File: src/rtl/irq_tmr_pkg.sv
package irq_tmr_pkg;

    localparam int ADDR_W = 2;

    localparam logic [ADDR_W-1:0] A_STATUS = 2'd0;
    localparam logic [ADDR_W-1:0] A_MASK   = 2'd1;
    localparam logic [ADDR_W-1:0] A_COUNT  = 2'd2;
    localparam logic [ADDR_W-1:0] A_CMP    = 2'd3;

    typedef enum logic {
        CMP_OFF   = 1'b0,
        CMP_ARMED = 1'b1
    } cmp_state_e;

endpackage

File: src/rtl/irq_tmr_counter.sv
module irq_tmr_counter
    import irq_tmr_pkg::*;
#(
    parameter int CNT_W = 32
) (
    input  logic             clk,
    input  logic             rst_n,
    input  logic             cnt_clr,
    input  logic             cmp_wr,
    input  logic [CNT_W-1:0] cmp_wdata,
    output logic [CNT_W-1:0] cnt,
    output logic [CNT_W-1:0] cmp,
    output logic             hit
);

    localparam logic [CNT_W-1:0] ONE = CNT_W'(1);

    cmp_state_e       state_q, state_nx;
    logic [CNT_W-1:0] cnt_q;
    logic [CNT_W-1:0] cmp_q;

    // free-running counter, cleared by a write to its address
    always_ff @(posedge clk or negedge rst_n) begin
        if (!rst_n) begin
            cnt_q <= '0;
        end else if (cnt_clr) begin
            cnt_q <= '0;
        end else begin
            cnt_q <= cnt_q + ONE;
        end
    end

    always_ff @(posedge clk or negedge rst_n) begin
        if (!rst_n) begin
            cmp_q <= '0;
        end else if (cmp_wr) begin
            cmp_q <= cmp_wdata;
        end
    end

    // state register
    always_ff @(posedge clk or negedge rst_n) begin
        if (!rst_n) begin
            state_q <= CMP_OFF;
        end else begin
            state_q <= state_nx;
        end
    end

    // transitions
    always_comb begin
        state_nx = state_q;
        unique case (state_q)
            CMP_OFF: begin
                if (cmp_wr && (cmp_wdata != '0)) begin
                    state_nx = CMP_ARMED;
                end
            end
            CMP_ARMED: begin
                if (cmp_wr && (cmp_wdata == '0)) begin
                    state_nx = CMP_OFF;
                end
            end
            default: state_nx = CMP_OFF;
        endcase
    end

    // outputs
    always_comb begin
        hit = 1'b0;
        unique case (state_q)
            CMP_OFF:   hit = 1'b0;
            CMP_ARMED: hit = (cnt_q == cmp_q);
            default:   hit = 1'b0;
        endcase
    end

    assign cnt = cnt_q;
    assign cmp = cmp_q;

endmodule

File: src/rtl/irq_tmr_status.sv
module irq_tmr_status #(
    parameter int ST_W = 8
) (
    input  logic            clk,
    input  logic            rst_n,
    input  logic [ST_W-1:0] set_vec,
    input  logic            rd_clr,
    input  logic            mask_wr,
    input  logic [ST_W-1:0] mask_wdata,
    output logic [ST_W-1:0] st,
    output logic [ST_W-1:0] mask,
    output logic            irq
);

    logic [ST_W-1:0] st_q;
    logic [ST_W-1:0] mask_q;
    logic            irq_q;

    // one sticky flag per source; a set in the clearing cycle wins
    for (genvar i = 0; i < ST_W; i++) begin : g_flag
        always_ff @(posedge clk or negedge rst_n) begin
            if (!rst_n) begin
                st_q[i] <= 1'b0;
            end else begin
                st_q[i] <= (st_q[i] & ~rd_clr) | set_vec[i];
            end
        end
    end

    always_ff @(posedge clk or negedge rst_n) begin
        if (!rst_n) begin
            mask_q <= '0;
        end else if (mask_wr) begin
            mask_q <= mask_wdata;
        end
    end

    always_ff @(posedge clk or negedge rst_n) begin
        if (!rst_n) begin
            irq_q <= 1'b0;
        end else begin
            irq_q <= |(st_q & mask_q);
        end
    end

    assign st   = st_q;
    assign mask = mask_q;
    assign irq  = irq_q;

endmodule

File: src/rtl/irq_tmr_rdport.sv
module irq_tmr_rdport
    import irq_tmr_pkg::*;
#(
    parameter int DATA_W = 32,
    parameter int ST_W   = 8,
    parameter int CNT_W  = 32
) (
    input  logic              clk,
    input  logic              rst_n,
    input  logic              rd,
    input  logic [ADDR_W-1:0] addr,
    input  logic [ST_W-1:0]   st,
    input  logic [ST_W-1:0]   mask,
    input  logic [CNT_W-1:0]  cnt,
    input  logic [CNT_W-1:0]  cmp,
    output logic [DATA_W-1:0] rdata
);

    logic [DATA_W-1:0] sel;
    logic [DATA_W-1:0] rdata_q;

    always_comb begin
        sel = '0;
        unique case (addr)
            A_STATUS: sel[ST_W-1:0]  = st;
            A_MASK:   sel[ST_W-1:0]  = mask;
            A_COUNT:  sel[CNT_W-1:0] = cnt;
            A_CMP:    sel[CNT_W-1:0] = cmp;
            default:  sel = '0;
        endcase
    end

    always_ff @(posedge clk or negedge rst_n) begin
        if (!rst_n) begin
            rdata_q <= '0;
        end else if (rd) begin
            rdata_q <= sel;
        end
    end

    assign rdata = rdata_q;

endmodule

File: src/rtl/irq_status_timer.sv
module irq_status_timer
    import irq_tmr_pkg::*;
#(
    parameter int NUM_EV = 6,
    parameter int DATA_W = 32,
    parameter int CNT_W  = 32
) (
    input  logic              clk,
    input  logic              rst_n,
    input  logic [NUM_EV-1:0] ev_pulse,
    input  logic              sys_err,
    input  logic [ADDR_W-1:0] reg_addr,
    input  logic              reg_rd,
    input  logic              reg_wr,
    input  logic [DATA_W-1:0] reg_wdata,
    output logic [DATA_W-1:0] reg_rdata,
    output logic              irq
);

    localparam int ST_W    = NUM_EV + 2;
    localparam int ERR_BIT = NUM_EV;
    localparam int TMO_BIT = NUM_EV + 1;

    logic [ST_W-1:0]  st_w;
    logic [ST_W-1:0]  mask_w;
    logic [ST_W-1:0]  set_w;
    logic [CNT_W-1:0] cnt_w;
    logic [CNT_W-1:0] cmp_w;
    logic             hit_w;
    logic             rd_status;
    logic             wr_mask;
    logic             wr_count;
    logic             wr_cmp;

    assign rd_status = reg_rd && (reg_addr == A_STATUS);
    assign wr_mask   = reg_wr && (reg_addr == A_MASK);
    assign wr_count  = reg_wr && (reg_addr == A_COUNT);
    assign wr_cmp    = reg_wr && (reg_addr == A_CMP);

    always_comb begin
        set_w                = '0;
        set_w[NUM_EV-1:0]    = ev_pulse;
        set_w[ERR_BIT]       = sys_err;
        set_w[TMO_BIT]       = hit_w;
    end

    irq_tmr_counter #(.CNT_W(CNT_W)) u_counter (
        .clk       (clk),
        .rst_n     (rst_n),
        .cnt_clr   (wr_count),
        .cmp_wr    (wr_cmp),
        .cmp_wdata (reg_wdata[CNT_W-1:0]),
        .cnt       (cnt_w),
        .cmp       (cmp_w),
        .hit       (hit_w)
    );

    irq_tmr_status #(.ST_W(ST_W)) u_status (
        .clk        (clk),
        .rst_n      (rst_n),
        .set_vec    (set_w),
        .rd_clr     (rd_status),
        .mask_wr    (wr_mask),
        .mask_wdata (reg_wdata[ST_W-1:0]),
        .st         (st_w),
        .mask       (mask_w),
        .irq        (irq)
    );

    irq_tmr_rdport #(.DATA_W(DATA_W), .ST_W(ST_W), .CNT_W(CNT_W)) u_rdport (
        .clk   (clk),
        .rst_n (rst_n),
        .rd    (reg_rd),
        .addr  (reg_addr),
        .st    (st_w),
        .mask  (mask_w),
        .cnt   (cnt_w),
        .cmp   (cmp_w),
        .rdata (reg_rdata)
    );

endmodule

File: config.mk
export PLATFORM = sky130hd
export DESIGN_NAME = irq_status_timer
export DESIGN_NICKNAME = d
export VERILOG_FILES = /design/src/rtl/irq_tmr_pkg.sv /design/src/rtl/irq_tmr_counter.sv /design/src/rtl/irq_tmr_status.sv /design/src/rtl/irq_tmr_rdport.sv /design/src/rtl/irq_status_timer.sv
export SDC_FILE = /design/constraint.sdc
export NUM_CORES = 1
export LEC_CHECK = 0
export ABC_AREA = 1
export BUFFER_PORTS_ARGS = -buffer_cell sky130_fd_sc_hd__clkbuf_2
export CORE_ASPECT_RATIO = 1.5
export CORE_UTILIZATION = 45
export DETAILED_ROUTE_END_ITERATION = 16
export GPL_ROUTABILITY_DRIVEN = 0
export PLACE_DENSITY = 0.69
export RECOVER_POWER = 100
export SLEW_MARGIN = 25
export SYNTH_ARGS = -nofsm -noshare
export SYNTH_HDL_FRONTEND = slang
export SYNTH_SLANG_ARGS = --single-unit
File: constraint.sdc
create_clock -name clk -period 1.6 [get_ports clk]
set_clock_uncertainty 0.15 [all_clocks]
set_input_delay 0.4 -clock clk [delete_from_list [all_inputs] [get_ports clk]]
set_output_delay 0.4 -clock clk [all_outputs]
set_load 0.02 [all_outputs]
[Word level (Yosys, flattened, before mapping)]
Index checks and enable logic that the tools add are counted.
Operators by class
  equality and inequality tests: 4
  multiplexer cells: 7
  reduce and logical (&&, ||, !) cells: 10
  bitwise logic cells: 19
  add/subtract/negate cells: 1
Operators with widths (number)
  case mux 24 bit (2 select lines): 1
  adder 32 x 1 -> 32 bit, second input constant: 1
  == test 32 bit: 1
  zero test 32 bit: 1
  2-to-1 mux 32 bit: 1
  case mux 8 bit (4 select lines): 1
  nonzero test 32 bit: 1
  bitwise AND 1 bit: 8
  bitwise AND 8 bit: 1
  bitwise OR 1 bit: 8
  OR reduction 8 bit: 1
  logical AND 1 bit: 6
  == test 2 bit, second input constant: 2
  case mux 1 bit (2 select lines): 2
  == test 2 x 1 -> 1 bit, second input constant: 1
  zero test 2 bit: 1
  2-to-1 mux 1 bit: 2
  inverter 1 bit: 2
Storage, ports and cells
  register bits: 114
  input bits: 45
  output and inout bits: 33
  logic and storage cells: 55

[Depth between registers and ports, before layout]
Gate-level depths: netlist (run 1).
  word-level depth: 5
  depth in mapped cells: 11
  depth with buffers taken out: 11

[Hierarchy]
Synthesis (run 1) repeated with hierarchy kept, for this count alone.
Unflattened totals
  cell total of the unflattened synthesis: 826
  area, all modules: 6040.8 um^2
By module, submodules not included
  irq_tmr_counter: sequential area each 1626.6 um^2, instances 1, area each 3612.2 um^2, cells an instance 521
  irq_tmr_rdport: sequential area each 800.8 um^2, instances 1, area each 1710.4 um^2, cells an instance 223
  irq_tmr_status: sequential area each 425.4 um^2, instances 1, area each 688.2 um^2, cells an instance 74
  irq_status_timer: sequential area each 0.0 um^2, instances 1, area each 30.0 um^2, cells an instance 8

[Worst setup path before layout (run 1)]
No wires, ideal clock.
  path kind: input to register
  start point: input port reg_addr[0]
  end point: register u_counter.cnt_q[19], in the netlist u_counter.cnt[19]
  data required time: 1.323 ns
  setup slack: 0.061 ns
  cell stages on the path: 8
  setup time: 0.127 ns
  path buffers: 2
  data arrival time: 1.262 ns
  cells stage by stage: buf_4 -> inv_2 -> nand2_2 -> nor2_4 -> inv_2 -> buf_4 -> o21ai_0 -> a21oi_1
On the way
  cells in the longest elaborated chain, start to end: 3
RTL lines
  start: declaration: RTL line irq_status_timer.sv:12  | input logic [ADDR_W-1:0] reg_addr,
  == test 2 bit: RTL line irq_status_timer.sv:37  | assign wr_count = reg_wr && (reg_addr == A_COUNT);
  logical AND 1 bit: RTL line irq_status_timer.sv:37
  2-to-1 mux 32 bit: RTL line irq_tmr_counter.sv:26  | end else if (cnt_clr) begin
  end signal: assignment: RTL line irq_tmr_counter.sv:29  | cnt_q <= cnt_q + ONE;
  end: declaration: RTL line irq_tmr_counter.sv:19  | logic [CNT_W-1:0] cnt_q;
No other way between the ends.
A chain may end at the register's enable or synchronous reset.

[Final worst setup path (run 1)]
  start point: register u_counter.cnt_q[0], in the netlist u_counter.cnt[0]
  end point: register u_counter.cnt_q[28], in the netlist u_counter.cnt[28]
On the way
  cells in the longest elaborated chain, start to end: 2
RTL lines (RTL line)
  adder 32 x 1 -> 32 bit: irq_tmr_counter.sv:29
  2-to-1 mux 32 bit: irq_tmr_counter.sv:26
No other way between the ends.

==> summary.txt, run 1 <==
Synth
  – Number of flops mapped to enable cells by yosys: 0
  – Post-synth top area share: roughly half
  – Post-synthesis sequential area ratio: 48.7%
  – Syn Nets: 824
  – Yosys reg bits: between 100 and 150
  – Cell count after synthesis: about 780
  – Syn. warnings: 0
  – Mean Syn Cell Area: roughly 7.5 µm²
  – Area contributors post-synth: dfrtp_1, nand2_1, inv_1
  – Post-synthesis cell area: between 5000 and 6000 µm²
  – Asr flop ratio synth: 100%
  – Distinct cells, synth: 33
  – Top FF cell, synth: dfrtp_1
  – Area leader, netlist: dfrtp_1

CTS
  – H-tree depth: 4
  – Max Root-Sink Buffers: 2
  – Root Driver: clkbuf_16
  – Clock transition at path regs: approximately 0.060 ns
  – Inserted Clock Buffers: 17
  – Clock sink total: around 110
  – Clock latency on the worst-skew pair: ~0.42 ns
  – CTS tree: yes

Power
  – Power per Cell Area: ~1200 nW/µm²
  – VDD IR max: just over 0.7 mV
  – Flop pwr share: roughly 39%
  – Switching power: ~2.5 mW
  – Power share of the clock group: about 44%
  – Internal power: between 6 and 7 mW
  – Leakage: 3.72 nW
  – Comb power frac: roughly 17%
  – Switching part of the total: between 20% and 30%

Final layout
  – Layout cells sized above 1: between 20% and 30%
  – Post-layout net count: between 900 and 1000
  – Design area: roughly 7500 µm²
  – Area occupied by multi-input gates: ~2600 µm²
  – Fill cell count: 1161
  – Fin util: ~60%
  – Layout Area Growth over Synthesis: 28.3%
  – Number of diodes: 0
  – Seq. cell area: between 2000 and 3000 µm²

Floorplanning
  – FP Rows: 50
  – Die Footprint: 13500 µm²
  – Chip height: 142 µm
  – Starting Density: 46.6%
  – Core ar.: 12600 µm²
  – Io pins: ~80
  – Die X: 95.2 µm

Drt
  – Vias per cell: between 5 and 6
  – Routed Wire Length: 17.2 mm
  – DRC viols: 0
  – Iter 0 DRT Violations: about 240
  – Drt pass-1 iters: 5
  – Antenna Nets Post-Route: 0
  – Drt wl/cell: roughly 16 µm
  – Vias: 5647

Place
  – Placed cell area: between 6000 and 7000 µm²
  – HPWL after detailed placement: 12.5 mm
  – # port buffers: 77

Worst setup path
  – Critical path class: flop to flop
  – CP endpoint kind: flop
  – Crit-path cells: ha_2 > nand2_2 > nor2_4 > nand2_4 > nor2_4 > nand2_4 > o21ai_2 > nand2_1 > nor2_1
  – CP max stage cell: dfrtp_1
  – Max stage delay on crit path: between 0.3 and 0.4 ns
  – Crit path launch type: flop
  – WP data required: ~1.8 ns
  – CP Data Arrival Time: 1.84 ns
  – Crit Path Max Fanout: 4

Status
  – Failing checks: setup timing
  – Status: finished, violations left

Global routing
  – First-pass GRT wire length: 27.6 mm
  – Initial antenna violation count: 0
  – Number of global-route vias before repair: approximately 5700
  – Largest net degree at the start of global routing: 48
  – Gr ovfl total: 0
  – All-Layer GR Usage: a little over a quarter

Timing
  – Final hold vios: 0
  – RSZ-0062 raised after global routing: yes
  – Final setup margin: -0.0462 ns
  – Crit share post-route: 103%
  – Highest clock rate: a little over 600 MHz
  – TNS Setup: -0.0920 ns
  – Worst Max-Slew Pin Slew: roughly 0.65 ns
  – Hold_ws: ~0.011 ns
  – Max-slew headroom at the worst pin: between 50% and 60%
  – Final Max Slew Viols: 0
  – Endpoints failing setup: 5
  – Min cycle time layout: approximately 1.6 ns

Min path
  – Hold Path Class: primary input to flop

Job
  – MaxCap Viol Count: 0
[registers in the layout, summed over array words and instances (netlist names), named ones only]
signal and flops:
u_counter.cmp 32, u_counter.cnt 32, u_rdport.rdata 32, u_status.irq 1, u_status.mask 8, u_status.st 8
[area by class of cell]
class / instances / area share [%]
well taps: 156 / 2.60
inverters: 107 / 5.34
repair buffers: 137 / 11.0
clock buffers: 19 / 5.76
multi-input cells: 532 / 34.7
clock inverters: 13 / 2.46
flip-flops and latches: 114 / 38.1
[synth_stat cells (2+ instances only)]
master and n:
nand3_1 29, nor2_1 73, a31oi_1 11, nor2_4 3
clkbuf_2 2, o22ai_1 32, clkbuf_1 6, o21ai_1 2
a21oi_1 23, inv_1 102, dfrtp_1 114, nor3_1 12
nand4_1 7, buf_2 10, xor2_1 4, o21ai_0 61
nand2_2 7, inv_2 5, nor2_2 10, a21o_1 8
buf_1 4, nand2_1 235, xnor2_1 6, a221oi_1 2
buf_4 2
[logic make-up (layout without fill, tap and decap cells)]
| family | count (synthesis) | count (layout) | share of synthesized area (%) |
|---|---|---|---|
| compound gates | 140 | 140 | 13.4 |
| buf+inv | 132 | 276 | 9.01 |
| simple gates | 381 | 381 | 27.2 |
| xor+xnor | 10 | 10 | 1.50 |
| fa+ha+maj | 1 | 1 | 0.214 |
| flops | 114 | 114 | 48.7 |
[layer usage]
layer  vias to the layer above  routed length [µm]  global-route usage (%)
met5                         -                   0                       0
met4                         0                1070                    19.5
met3                        66                 728                    4.72
met2                       192                8850                    45.8
met1                      2635                6530                    30.4
li1                       2754                   -                       -
[power by group through the flow]
stage | registers [mW] | clock network (mW) | logic [mW]
finish | 3.48 | 3.95 | 1.51
global route | 3.52 | 4.13 | 1.71
global placement | 3.51 | 0 | 1.38
CTS | 3.47 | 4.01 | 1.45
detailed placement | 3.51 | 0 | 1.41
floorplan | 3.56 | 0 | 0.729
[metrics by stage]
| stage | instances | setup WS [ns] | total power [mW] |
|---|---|---|---|
| 6_report | 1078 | -0.0462 | 8.95 |
| 5_1_grt | 1078 | -0.157 | 9.35 |
| 4_1_cts | 1069 | 0.00565 | 8.93 |
| 3_5_place_dp | 1032 | -0.0285 | 4.92 |
| 3_3_place_gp | 1032 | -0.0333 | 4.89 |
| 2_1_floorplan | 778 | 0.0612 | 4.29 |
[cell usage in the layout, fill, tap and decap left out, types with 3 or more instances in the layout]
cell type	Yosys	final
nand2_1	235	228
dfrtp_1	114	106
inv_1	102	98
clkbuf_2	2	78
nor2_1	73	68
o21ai_0	61	58
buf_4	2	39
o22ai_1	32	32
nand3_1	29	28
a21oi_1	23	23
clkbuf_16	0	17
clkbuf_1	6	13
nand2_2	7	11
nor2_4	3	11
a31oi_1	11	11
nor3_1	12	10
inv_2	5	9
a21o_1	8	8
dfrtp_2	0	8
nor2_2	10	7
nand4_1	7	7
xnor2_1	6	6
clkinvlp_4	0	5
nand2_4	1	4
xor2_1	4	4
bufinv_16	0	4
o21ai_2	0	3
clkbuf_4	0	3
[worst max-delay path: cells and delay by family (launching register included)]
kind | cells | cell delay [ns]
compound gates | 1 | 0.11
fa+ha+maj | 1 | 0.19
flops | 1 | 0.36
simple gates | 7 | 0.78
[worst paths after layout]
path	endpoint	start	cells past startpoint	slack, ns
worst max-delay path	u_counter.cnt[28]	u_counter.cnt[0]	9	-0.05
worst min-delay path	u_status.st[0]	ev_pulse[0]	2	0.01
worst max register to register	u_counter.cnt[28]	u_counter.cnt[0]	9	-0.05
worst min register to register	u_rdport.rdata[13]	u_rdport.rdata[13]	2	0.33
max in group asynchronous	u_counter.cnt[2]	rst_n	3	0.15
min in group asynchronous	u_rdport.rdata[10]	rst_n	2	0.32
[timing repair]
item / CTS / global route
setup buffers: 3 / 9
endpoints found under the setup margin: 6 / 22
resized for setup: 6 / 44
endpoints found under the hold margin: 15 / 0
pin swaps: 0 / 10
hold buffers: 2 / 0
gates cloned: 0 / 0
Note: power is estimated with default switching activity, not from simulation.
==> run 2: changes to the inputs <==
==> constraint.sdc (replaced) <==
create_clock -name clk -period 1.6 [get_ports clk]
set_clock_uncertainty 0.15 [all_clocks]
set_input_delay 0.24 -clock clk [delete_from_list [all_inputs] [get_ports clk]]
set_output_delay 0.24 -clock clk [all_outputs]
set_load 0.02 [all_outputs]
==> run 2 against run 1 <==
Net effect: the run now ends clean; non-clock buffer count up 30; wire length decreased by 0.34%; worst setup slack better by 0.047 ns; sequential power is essentially flat; critical path type unchanged; largest cell class unchanged; critical endpoint is now u_counter.cnt[16]; via count decreased by 0.12%; flip-flop and latch count stayed put; cell area is 4.2% higher; critical path depth shrank 1; utilization up 2.5 points.
==> summary.txt, run 2 (synthesized netlist as in run 1, its figures left out) <==
Place
  – HPWL after detailed placement: 12.4 mm (-0.40%)
  – DP Worst Slack: -0.0346 ns (-0.00615 ns)
  – Placed cell area: 6760 µm² (+0.15%)
  – # port buffers: 77 (unchanged)

Floorplanning
  – Io pins: 78 (unchanged)
  – FP Rows: 50 (unchanged)
  – Core ar.: 12600 µm² (unchanged)
  – Die X: 95.2 µm (unchanged)
  – Chip height: 142 µm (unchanged)
  – Starting Density: 46.6% (unchanged)
  – Die Footprint: 13500 µm² (unchanged)

Final layout
  – Area occupied by multi-input gates: 2590 µm² (-0.72%)
  – Layout cells sized above 1: 17.3% (-5.8 points)
  – Number of diodes: 0 (unchanged)
  – Commonest cells after routing, fill and taps aside: nand2_1, dfrtp_1, inv_1
  – Seq. cell area: 2850 µm² (-0.31%)
  – Fill cell count: 1119 (-3.6%)
  – Layout Area Growth over Synthesis: 33.6%
  – Post-layout net count: 985 (+3.1%)
  – Design area: 7830 µm² (+4.2%)
  – Most common cell after layout, fill and taps aside: nand2_1

Worst setup path
  – CP max stage cell: dfrtp_1
  – Crit path launch type: flop
  – CP endpoint kind: flop
  – Crit-path cells: ha_2 > nand2_2 > nor2_4 > nand2_4 > inv_2 > nand2_1 > nor3_1 > nor2_1
  – Max stage delay on crit path: 0.38 ns (+0.02 ns)
  – CP Data Arrival Time: 1.74 ns (-0.10 ns)
  – Buf+Inv Stages, Crit Path: 1 (+1)
  – WP data required: 1.74 ns (-0.05 ns)
  – Cell family with most CP delay: simple AND/OR/NAND/NOR gates
  – Crit Path Max Fanout: 4 (unchanged)
  – Critical path class: flop to flop

Timing
  – Final setup margin: 0.000956 ns (+0.0472 ns)
  – Crit share post-route: 99.9% (-2.9 points)
  – Min cycle time layout: 1.60 ns (-0.0472 ns)
  – Highest clock rate: 625 MHz (+2.9%)
  – Worst Max-Slew Pin Slew: 0.949 ns (+0.302 ns)
  – RSZ-0062 raised after global routing: yes
  – Max-slew headroom at the worst pin: 36.7% (-20 points)
  – Final Max Slew Viols: 0 (unchanged)
  – Final hold vios: 0 (unchanged)
  – Endpoints failing setup: 0 (-5)

Status
  – Status: finished clean

Drt
  – Vias per cell: 5.09 (-2.8%)
  – Drt pass-1 iters: 7 (+2)
  – DRC viols: 0 (unchanged)
  – Routed Wire Length: 17.1 mm (-0.34%)
  – Drt wl/cell: 15.4 µm (-3.0%)
  – Iter 0 DRT Violations: 313 (+31%)
  – Antenna Nets Post-Route: 0 (unchanged)
  – Vias: 5640 (-0.12%)

Global routing
  – First-pass GRT wire length: 27.4 mm (-0.58%)
  – All-Layer GR Usage: 27.0% (-0.22 points)
  – Largest net degree at the start of global routing: 54 (+13%)
  – Number of global-route vias before repair: 5661 (-0.47%)
  – Gr ovfl total: 0 (unchanged)
  – Initial antenna violation count: 0 (unchanged)

CTS
  – H-tree depth: 4 (unchanged)
  – CTS tree: yes
  – Clock transition at path regs: 0.06 ns (about the same)
  – Clock sink total: 114 (unchanged)
  – Root Driver: clkbuf_16
  – Inserted Clock Buffers: 17 (unchanged)
  – Max Root-Sink Buffers: 2 (unchanged)
  – Clock latency on the worst-skew pair: 0.42 ns (about the same)

Job
  – MaxCap Viol Count: 0 (unchanged)

Min path
  – Hold Path Class: primary input to flop

Power
  – VDD IR max: 0.544 mV (-25%)
  – Leakage: 3.78 nW (+1.5%)
  – Power per Cell Area: 1160 nW/µm² (-2.6%)
[run 2: changes by cell type in the layout (fill, tap and decap cells not counted), moves of 3 or more]
cell / previous run / this run
dlygate4sd3_1: 2 / 40
dfrtp_1: 106 / 113
dfrtp_2: 8 / 1
clkbuf_4: 3 / 0
clkbuf_1: 13 / 44
clkbuf_2: 78 / 41
buf_12: 2 / 5
[run 2: final cells by class]
type                            count  share of cell area, %
Clock inverter                     12                   2.30
Sequential cell                   114                   36.5
Timing Repair Buffer              167                   14.7
Multi-Input combinational cell    532                   33.1
Clock buffer                       20                   5.83
Tap cell                          156                   2.49
Inverter                          107                   5.13
[run 2: path summary, 6_finish.rpt]
path	startpoint	end	slack, ns	cells after the start
max	u_counter.cnt[0]	u_counter.cnt[16]	0.001	8
min	reg_addr[0]	u_rdport.rdata[12]	0.02	3
max reg2reg	u_counter.cnt[0]	u_counter.cnt[16]	0.001	8
min reg2reg	u_rdport.rdata[15]	u_rdport.rdata[15]	0.32	2
max in group asynchronous	rst_n	u_counter.cmp[1]	0.15	3
min in group asynchronous	rst_n	u_rdport.rdata[11]	0.34	2
[run 2: timing repair]
action,CTS,global route
hold endpoints to repair,161,0
gates resized for setup,7,35
hold buffers,40,0
endpoints found under the setup margin,6,22
pin swaps,0,8
gates cloned,0,0
buffers inserted,0,5
[run 2: layer usage]
| metal | GRT usage, % | routed length [µm] | up-vias |
|---|---|---|---|
| met4 | 14.3 | 674 | 0 |
| met3 | 5.41 | 542 | 39 |
| li1 | - | - | 2815 |
| met2 | 47.3 | 8950 | 149 |
| met5 | 0 | 0 | - |
| met1 | 30.2 | 6950 | 2637 |
[run 2: power by group]
part           internal, mW  total [mW]  switching, mW  leakage [nW]
Combinational         0.616        1.50          0.889          2.05
Sequential             3.21        3.47          0.260          1.43
Clock                  2.69        4.10           1.41         0.295
[run 2: stage by stage]
step	util, %	setup TNS, ns	instances	hold slack [ns]	power [mW]
2_1_floorplan	-	0	778	-0.206	4.29
3_3_place_gp	53.8	0	1035	-0.0326	4.90
3_5_place_dp	53.8	-0.0830	1035	-0.0269	4.92
4_1_cts	62.3	0	1107	0.0209	9.11
5_1_grt	62.3	-3.42	1108	0.0580	9.47
6_report	62.3	0	1108	0.0188	9.08
[run 2: worst register-to-register path, delay by kind of cell, from the launching register on]
kind          cells  cell delay, ns
buf+inv           1            0.08
fa+ha+maj         1            0.20
simple gates      6            0.66
flops             1            0.38
==> run 3: changes to the inputs <==
--- a/config.mk
+++ b/config.mk
@@ -13,6 +13,7 @@
 export GPL_ROUTABILITY_DRIVEN = 0
 export PLACE_DENSITY = 0.69
 export RECOVER_POWER = 100
+export REMOVE_ABC_BUFFERS = 1
 export SLEW_MARGIN = 25
 export SYNTH_ARGS = -nofsm -noshare
 export SYNTH_HDL_FRONTEND = slang
==> run 3 against run 2 <==
Net effect: the run now ends with setup timing left; via count grew 2.6%; fmax shrank 4.9%; flip-flop and latch count is the same; global-route usage fell by 0.21 points; count of clock-buffer cells in the layout grew 2; register-to-register slack got worse by 0.08 ns; worst hold slack got worse by 0.013 ns; combinational power grew 4%; worst setup slack worse by 0.082 ns; die area unchanged; wire length up 1.1%; highest routed layer unchanged.
==> summary.txt, run 3 (synthesized netlist as in run 1, its figures left out) <==
Status
  – Status: finished, violations left
  – Failing checks: setup timing

Global routing
  – First-pass GRT wire length: 27.0 mm (-1.4%)
  – Gr ovfl total: 0 (unchanged)
  – Largest net degree at the start of global routing: 61 (+13%)
  – Initial antenna violation count: 0 (unchanged)
  – All-Layer GR Usage: 26.8% (-0.21 points)
  – Number of global-route vias before repair: 5637 (-0.42%)

Timing
  – Final Max Slew Viols: 0 (unchanged)
  – Final setup margin: -0.0813 ns (-0.0822 ns)
  – RSZ-0062 raised after global routing: yes
  – Hold_ws: 0.00552 ns (-0.0133 ns)
  – Endpoints failing setup: 2 (+2)
  – Final hold vios: 0 (unchanged)
  – Crit share post-route: 105% (+5.1 points)
  – Highest clock rate: 595 MHz (-4.9%)
  – TNS Setup: -0.0822 ns (-0.0822 ns)
  – Min cycle time layout: 1.68 ns (+0.0822 ns)
  – Max-slew headroom at the worst pin: 43.3% (+6.5 points)
  – Worst Max-Slew Pin Slew: 0.851 ns (-0.0978 ns)

Final layout
  – Number of diodes: 0 (unchanged)
  – Commonest cells after routing, fill and taps aside: nand2_1, dfrtp_1, inv_1
  – Layout Area Growth over Synthesis: 33.7% (about the same)
  – Layout Cells excl Fill: 1109 (+0.090%)
  – Layout cells sized above 1: 21.2% (+3.9 points)
  – Fin util: 62.3% (about the same)
  – Most common cell after layout, fill and taps aside: nand2_1
  – Post-layout net count: 987 (+0.20%)

Power
  – VDD IR max: 0.612 mV (+12%)
  – Power per Cell Area: 1140 nW/µm² (-2.1%)
  – Leakage: 3.88 nW (+2.6%)

Min path
  – Hold Path Class: primary input to asynchronous set/reset pin

Floorplanning
  – Io pins: 78 (unchanged)
  – Core ar.: 12600 µm² (unchanged)
  – Die Footprint: 13500 µm² (unchanged)
  – Die X: 95.2 µm (unchanged)
  – Chip height: 142 µm (unchanged)
  – FP Rows: 50 (unchanged)
  – Starting Density: 46.6% (unchanged)

Drt
  – Drt pass-1 iters: 5 (-2)
  – Vias: 5788 (+2.6%)
  – Drt wl/cell: 15.6 µm (+0.98%)
  – Antenna Nets Post-Route: 0 (unchanged)
  – DRC viols: 0 (unchanged)
  – Vias per cell: 5.22 (+2.5%)
  – Routed Wire Length: 17.3 mm (+1.1%)
  – Iter 0 DRT Violations: 295 (-5.8%)

CTS
  – Root Driver: clkbuf_16
  – Max Root-Sink Buffers: 2 (unchanged)
  – Inserted Clock Buffers: 17 (unchanged)
  – Clock latency on the worst-skew pair: 0.42 ns (about the same)
  – Clock sink total: 114 (unchanged)
  – CTS tree: yes
  – Clock transition at path regs: 0.05 ns (about the same)
  – H-tree depth: 4 (unchanged)

Job
  – MaxCap Viol Count: 0 (unchanged)

Place
  – DP Worst Slack: -0.0163 ns (+0.0184 ns)
  – # port buffers: 77 (unchanged)
  – HPWL after detailed placement: 12.3 mm (-1.1%)
  – Placed insts: 1027 (-0.77%)

Worst setup path
  – WP data required: 1.80 ns (+0.06 ns)
  – R2R Setup Slk: -0.08 ns (-0.08 ns)
  – Crit path launch type: flop
  – Max stage delay on crit path: 0.40 ns (+0.02 ns)
  – Crit-path cells: inv_1 > nor3_1 > nand3_1 > o21ai_1 > nand2_1 > nor2_1
  – Crit Path Max Fanout: 5 (+1)
  – CP Data Arrival Time: 1.88 ns (+0.14 ns)
  – Cell family with most CP delay: simple AND/OR/NAND/NOR gates
  – Buf+Inv Stages, Crit Path: 1 (unchanged)
  – CP max stage cell: dfrtp_1
  – CP endpoint kind: flop
  – Critical path class: flop to flop
run 3: cell types whose count changed in the layout (fill, tap and decap cells not counted), sizes merged:
cell,change
clkinvlp,-1
inv,-1
clkbuf,-3
buf,+7
bufinv,-1
run 3: timing repair:
item | in CTS | in global routing
endpoints found under the hold margin | 159 | 0
setup buffers | 0 | 11
hold buffers | 40 | 0
resized for setup | 5 | 29
setup endpoints to repair | 4 | 20
pin swaps | 0 | 11
run 3: metrics by stage:
stage                     cell area (µm²)  power (mW)
after global routing                 7830        9.27
after detailed placement             6680        4.88
final                                7830        8.89
after floorplan                      5730        4.25
after global placement               6680        4.86
after CTS                            7690        8.86
run 3: path summary, 6_finish.rpt:
| check | from | end | cells past startpoint |
|---|---|---|---|
| max reg2reg | u_counter.cnt[23] | u_counter.cnt[28] | 6 |
| min reg2reg | u_rdport.rdata[10] | u_rdport.rdata[10] | 2 |
| max in group asynchronous | rst_n | u_counter.cnt[21] | 3 |
| min | rst_n | u_rdport.rdata[8] | 2 |
| max | u_counter.cnt[23] | u_counter.cnt[28] | 6 |
| min in group clk | reg_addr[0] | u_rdport.rdata[2] | 3 |
run 3: worst register-to-register path: cells and delay by family, from the launching register on:
family / cells / cell delay (ns)
simple gates: 4 / 0.74
flops: 1 / 0.40
compound gates: 1 / 0.19
buf+inv: 1 / 0.14
run 3: layer usage:
metal | track usage (%) | vias up | part of all wire [%]
li1 | - | 2815 | -
met1 | 29.2 | 2753 | 38
met2 | 47.9 | 176 | 54
met3 | 5.36 | 44 | 3.8
met4 | 13.9 | 0 | 3.9
met5 | 0 | - | 0
run 3: final cells by class:
cell class | instances | area, µm²
fill | 1102 | 4740
sequential | 114 | 2860
timing repair buffer | 169 | 1200
tap | 156 | 195
clock buffer | 22 | 474
inverter | 107 | 402
multi-input combinational | 532 | 2580
clock inverter | 9 | 130
run 3: power by group:
part | internal [mW] | leakage [nW] | total [mW] | switching (mW)
Combinational | 0.637 | 2.16 | 1.56 | 0.928
Clock | 2.55 | 0.284 | 3.88 | 1.32
Sequential | 3.21 | 1.43 | 3.45 | 0.239
